`config.mk`:
```
export PLATFORM = sky130hd
export DESIGN_NAME = irq_prio_ctrl
export DESIGN_NICKNAME = d
export VERILOG_FILES = /design/src/rtl/irq_ctrl_pkg.sv /design/src/rtl/irq_src_merge.sv /design/src/rtl/irq_mask_reg.sv /design/src/rtl/irq_prio_vec.sv /design/src/rtl/irq_prio_ctrl.sv
export SDC_FILE = /design/constraint.sdc
export NUM_CORES = 1
export LEC_CHECK = 0
export ABC_AREA = 1
export CAP_MARGIN = 20
export CORE_ASPECT_RATIO = 1.25
export CORE_MARGIN = 2
export CORE_UTILIZATION = 50
export CTS_CLUSTER_DIAMETER = 30
export CTS_CLUSTER_SIZE = 10
export DETAILED_ROUTE_END_ITERATION = 10
export DONT_BUFFER_PORTS = 1
export SYNTH_ARGS = -nofsm -noshare
export SYNTH_HDL_FRONTEND = slang
export SYNTH_SLANG_ARGS = --single-unit
```
`constraint.sdc`:
```
create_clock -name clk -period 1.3 [get_ports clk]
set_input_delay 0.26 -clock clk [delete_from_list [all_inputs] [get_ports clk]]
set_output_delay 0.26 -clock clk [all_outputs]
set_load 0.01 [all_outputs]
```
`src/rtl/irq_ctrl_pkg.sv`:
```
// Shared definitions for the priority interrupt controller.
// Assumes a two-bit register address space on the bus.
package irq_ctrl_pkg;

    // Register bus address decode
    typedef enum logic [1:0] {
        REG_PEND = 2'd0,
        REG_MASK = 2'd1,
        REG_VEC  = 2'd2,
        REG_RSVD = 2'd3
    } irq_reg_e;

endpackage

```
`src/rtl/irq_src_merge.sv`:
```
// Interleaves two groups of level requests into one pending word and
// registers it. Assumes the request lines are already synchronous to clk.
module irq_src_merge #(
    parameter int N_PER_GROUP = 8,
    localparam int NUM_SRC    = 2 * N_PER_GROUP
) (
    input  logic                   clk,
    input  logic                   rst_n,
    input  logic [N_PER_GROUP-1:0] ext_req,
    input  logic [N_PER_GROUP-1:0] int_req,
    output logic [NUM_SRC-1:0]     pend_q
);

    logic [NUM_SRC-1:0] woven;

    // even bits carry external lines, odd bits internal lines
    for (genvar k = 0; k < N_PER_GROUP; k++) begin : g_weave
        assign woven[2*k]   = ext_req[k];
        assign woven[2*k+1] = int_req[k];
    end

    // pending word tracks request levels, no software clear path
    always_ff @(posedge clk) begin
        if (!rst_n) pend_q <= '0;
        else        pend_q <= woven;
    end

endmodule

```
`src/rtl/irq_mask_reg.sv`:
```
// Holds the per-source enable mask, loaded from the register bus.
// Assumes write enable is already decoded for the mask address.
module irq_mask_reg #(
    parameter int NUM_SRC = 16
) (
    input  logic               clk,
    input  logic               rst_n,
    input  logic               wr_en,
    input  logic [NUM_SRC-1:0] wdata,
    output logic [NUM_SRC-1:0] mask_q
);

    // clear on reset, load on decoded write
    always_ff @(posedge clk) begin
        if (!rst_n)     mask_q <= '0;
        else if (wr_en) mask_q <= wdata;
    end

endmodule

```
`src/rtl/irq_prio_vec.sv`:
```
// Picks the lowest-index enabled pending source and registers the
// interrupt line and its table-offset vector. Assumes the no-interrupt
// code lies beyond the largest legal offset.
module irq_prio_vec #(
    parameter int          NUM_SRC     = 16,
    parameter int          VEC_W       = 8,
    parameter int          ENTRY_BYTES = 4,
    parameter logic [VEC_W-1:0] NONE_CODE = 8'hFF,
    localparam int         IDX_W       = $clog2(NUM_SRC)
) (
    input  logic               clk,
    input  logic               rst_n,
    input  logic [NUM_SRC-1:0] pend,
    input  logic [NUM_SRC-1:0] mask,
    output logic               irq_q,
    output logic [VEC_W-1:0]   vec_q
);

    logic [NUM_SRC-1:0] active;
    logic [IDX_W-1:0]   win_idx;
    logic               any_act;
    logic [VEC_W-1:0]   vec_next;

    assign active  = pend & mask;
    assign any_act = |active;

    // Lowest set index wins: scan downward so the last hit is the lowest
    always_comb begin
        win_idx = '0;
        for (int i = NUM_SRC - 1; i >= 0; i--) begin
            if (active[i]) win_idx = IDX_W'(i);
        end
    end

    // Vector is the word offset of the winner, or the reserved code
    always_comb begin
        if (any_act) vec_next = VEC_W'(win_idx) * VEC_W'(ENTRY_BYTES);
        else         vec_next = NONE_CODE;
    end

    // register the processor-facing outputs
    always_ff @(posedge clk) begin
        if (!rst_n) begin
            irq_q <= 1'b0;
            vec_q <= NONE_CODE;
        end else begin
            irq_q <= any_act;
            vec_q <= vec_next;
        end
    end

endmodule

```
`src/rtl/irq_prio_ctrl.sv`:
```
// Top of the priority interrupt controller: request merge, mask
// register, priority vector and register bus decode.
// Assumes single-cycle bus accesses and read data sampled combinationally.
module irq_prio_ctrl
    import irq_ctrl_pkg::*;
#(
    parameter int N_PER_GROUP = 8,
    parameter int VEC_W       = 8,
    parameter int ENTRY_BYTES = 4,
    parameter logic [VEC_W-1:0] NONE_CODE = 8'hFF,
    localparam int NUM_SRC    = 2 * N_PER_GROUP
) (
    input  logic                   clk,
    input  logic                   rst_n,
    input  logic [N_PER_GROUP-1:0] ext_req,
    input  logic [N_PER_GROUP-1:0] int_req,
    input  logic                   bus_sel,
    input  logic                   bus_wr,
    input  logic [1:0]             bus_addr,
    input  logic [NUM_SRC-1:0]     bus_wdata,
    output logic [NUM_SRC-1:0]     bus_rdata,
    output logic                   irq_out,
    output logic [VEC_W-1:0]       vec_out
);

    logic [NUM_SRC-1:0] pend_vec;
    logic [NUM_SRC-1:0] mask_vec;
    logic               mask_wr;
    irq_reg_e           reg_sel;

    assign reg_sel = irq_reg_e'(bus_addr);
    assign mask_wr = bus_sel && bus_wr && (reg_sel == REG_MASK);

    irq_src_merge #(.N_PER_GROUP(N_PER_GROUP)) u_merge (
        .clk     (clk),
        .rst_n   (rst_n),
        .ext_req (ext_req),
        .int_req (int_req),
        .pend_q  (pend_vec)
    );

    irq_mask_reg #(.NUM_SRC(NUM_SRC)) u_mask (
        .clk    (clk),
        .rst_n  (rst_n),
        .wr_en  (mask_wr),
        .wdata  (bus_wdata),
        .mask_q (mask_vec)
    );

    irq_prio_vec #(
        .NUM_SRC     (NUM_SRC),
        .VEC_W       (VEC_W),
        .ENTRY_BYTES (ENTRY_BYTES),
        .NONE_CODE   (NONE_CODE)
    ) u_prio (
        .clk   (clk),
        .rst_n (rst_n),
        .pend  (pend_vec),
        .mask  (mask_vec),
        .irq_q (irq_out),
        .vec_q (vec_out)
    );

    // read mux, zero when unselected or reserved
    always_comb begin
        bus_rdata = '0;
        if (bus_sel) begin
            case (reg_sel)
                REG_PEND: bus_rdata = pend_vec;
                REG_MASK: bus_rdata = mask_vec;
                REG_VEC:  bus_rdata = NUM_SRC'(vec_out);
                default:  bus_rdata = '0;
            endcase
        end
    end

endmodule

```
==> results.sh <==
export IMPL_path_delay_family="simple AND/OR/NAND/NOR gates"
export IMPL_holdWs_ns=0.0426
export IMPL_crit_buf_inv=1
export IMPL_finalHoldViolations=0
export IMPL_clk_path_buf_depth=2
export IMPL_syn_area_mm2=0.00171
export IMPL_die_h_um=69.4
export IMPL_synth_top_area_share_pct=44.4
export IMPL_ff2ff_path_depth=18
export IMPL_clkSinkCount=38
export IMPL_fin_area_mm2=0.00196
export IMPL_wirelength_mm=3.86
export IMPL_post_route_min_period_ns=1.31
export IMPL_rsz0062_at_grt="yes"
export IMPL_max_cap_violations=0
export IMPL_setup_slack_ns=-0.0136
export IMPL_place_congestion=0.818
export IMPL_p_leak_nw=1.06
export IMPL_yosysWarnings=0
export IMPL_start_util_pct=52.6
export IMPL_area_growth_pct=14.6
export IMPL_row_count=23
export IMPL_finalSetupTns_ns=-0.0136
export IMPL_seq_power_share_pct=51.8
export IMPL_design_die_area_mm2=0.00391
export IMPL_track_usage_pct=21.4
export IMPL_crit_path_start="u_mask.mask_q[15]"
export IMPL_slowest_stage="dfxtp_2"
export IMPL_reg2reg_slack_ns=-0.01
export IMPL_status="finished with violations"
export IMPL_nets=300
export IMPL_grt_pass1_vias=1445
export IMPL_synthTopCellsByArea="dfxtp_1 44%, nand2_1 19%, nor2_1 8.3%, inv_1 7.2%, o21ai_0 4.7%"
export IMPL_p_clk_share_pct=38.5
export IMPL_slowest_delay_ns=0.33
export IMPL_dp_cells=290
export IMPL_setup_worst_path_end_class="flop"
export IMPL_vias_per_cell=5.04
export IMPL_multi_input_area_um2=812
export IMPL_synthCells=254
export IMPL_fmax_ghz=0.761
export IMPL_clk_pin_slew_ns=0.07
export IMPL_setup_violations=1
export IMPL_antenna_found_initial=0
export IMPL_nFillCells=331
export IMPL_grt_pass1_wl_mm=6.52
export IMPL_ys_ff_latch=38
export IMPL_cts_tree="done"
export IMPL_postLayoutCoreUtil_pct=60.3
export IMPL_worstSetupPathType="reg2reg"
export IMPL_holdPathStages=1
export IMPL_combPwrFrac_pct=9.7
export IMPL_critPathLaunchType="flop"
export IMPL_timing_final_crit_share_pct=101
export IMPL_drv_slew=0
export IMPL_p_switching_uw=596
export IMPL_cts_root_buf="clkbuf_8"
export IMPL_rr_endpoint="u_prio.vec_q[2]"
export IMPL_grt_start_max_net_pins=35
export IMPL_violations="setup timing"
export IMPL_regArea_um2=772
export IMPL_syn_num_nets=292
export IMPL_worstHoldStart="rst_n"
export IMPL_hold_path_class="in2reg"
export IMPL_place_port_buffers=0
export IMPL_tightest_slew_ns=0.294
export IMPL_max_vdd_ir_drop_v=0.000951
export IMPL_worst_ep_required_time_ns=1.49
export IMPL_die_w_um=56.3
export IMPL_layout_commonest_cell="nand2_1"
export IMPL_r2r_start="u_mask.mask_q[15]"
export IMPL_grt_overflow=0
export IMPL_powerDensity_mw_per_mm2=1250
export IMPL_finalPower_mw=2.45
export IMPL_arrival_ns=1.51
export IMPL_drc=0
export IMPL_dp_worst_setup_slack_ns=-0.00789
export IMPL_fin_cells=300
export IMPL_endpoint="u_prio.vec_q[2]"
export IMPL_antenna_diode_count=0
export IMPL_most_common_layout_cells="78 x nand2_1, 34 x nor2_1, 29 x inv_1, 29 x dfxtp_1, 14 x o21ai_0"
export IMPL_dp_hpwl_mm=2.86
export IMPL_ioPinCount=63
export IMPL_wl_per_cell_um=12.9
export IMPL_clk_latency_ns=0.30
export IMPL_numCtsBuffers=5
export IMPL_ys_seq_area_share_pct=44.4
export IMPL_internal_power_mw=1.85
export IMPL_drive_above_1_share_pct=20.5
export IMPL_first_pass_iters=4
export IMPL_path_common_cell="nand2_1"
export IMPL_drtIter0Drc=42
export IMPL_worstPathCellList="nand2_2, inv_2, nand2_2, nand2_2, nand2_1, nand2_1, nand2_1, nand2_1, nand2_1, nand2_1, nand2_1, nand2_1, nand2_1, nand2_1, nand2_1, nand2_1, nand2_1, nand2_1"
export IMPL_vias=1511
export IMPL_synth_cell_type_count=20
export IMPL_slew_headroom_pct=80.4
export IMPL_yosysTopAreaCell="dfxtp_1"
export IMPL_ant_nets=0
export IMPL_skew_ns=0.00202
export IMPL_syn_area_per_cell_um2=6.74
export IMPL_place_area_mm2=0.00177
export IMPL_switching_share_pct=24.3
export IMPL_cp_max_fo=2
export IMPL_cp_depth=18
export IMPL_h_tree_depth=2
export IMPL_core_mm2=0.00325
==> Yosys cell counts <==
cell type and number:
inv_2 2, a32o_1 6, a31oi_1 1, nand3_1 10
inv_1 33, nor2_8 1, dfxtp_1 38, nand2_1 88
o21ai_1 3, nor4_1 1, buf_4 5, o31ai_1 1
a21oi_1 2, nand2_2 1, buf_2 2, nand2_4 2
nor2_1 38, buf_1 1, o21ai_0 16, clkbuf_1 3
==> routing by layer <==
layer  global-route usage, %  vias to the layer above  part of all wire [%]
li1                        -                      791                     -
met1                    24.7                      664                    41
met2                    35.8                       52                    51
met3                    7.46                        4                   6.5
met4                    8.73                        0                   1.4
met5                       0                        -                     0
==> how the worst min path moves through the flow <==
| stage | slack, ns | to |
|---|---|---|
| after floorplan | 0.36 | u_merge.pend_q[0] |
| after global placement | 0.35 | u_prio.vec_q[5] |
| after detailed placement | 0.34 | u_prio.vec_q[5] |
| after CTS | 0.04 | u_prio.vec_q[5] |
| after global routing | 0.05 | u_merge.pend_q[7] |
| final | 0.04 | u_prio.vec_q[5] |
==> power by group through the flow <==
stage | registers [mW] | clock network (mW) | logic, mW
after floorplan | 1.29 | 0 | 0.189
after global placement | 1.29 | 0 | 0.211
after detailed placement | 1.29 | 0 | 0.217
after CTS | 1.26 | 0.957 | 0.219
after global routing | 1.28 | 1.03 | 0.272
final | 1.27 | 0.944 | 0.237
==> area by class of cell <==
type	count	share of cell area, %
multi-input combinational	170	41.4
sequential	38	39.3
inverter	35	6.70
clock buffer	8	5.61
timing repair buffer	12	4.59
tap	37	2.36
==> registers in the layout (all words and copies together) (netlist names) <==
register / count
u_merge.pend_q: 16
u_prio.irq_q: 1
u_prio.vec_q: 5
u_mask.mask_q: 16
==> cell families after synthesis <==
family	synth area share, %
and+or+nand+nor	33.8
buffers and inverters	11.3
AOI/OAI and AO/OA	10.5
DFF	44.4
==> repair_timing <==
item | in CTS | in global routing
hold buffers | 0 | 0
endpoints found under the setup margin | 6 | 20
gates resized for setup | 4 | 28
gates cloned | 0 | 0
buffers inserted | 0 | 2
pin swaps | 0 | 7
==> worst register-to-register path: cells and delay by family (launching register included) <==
kind,cells,cell delay (ns)
buf+inv,1,0.04
flops,1,0.33
simple gates,17,0.84
Note: power is estimated with default switching activity, not from simulation.
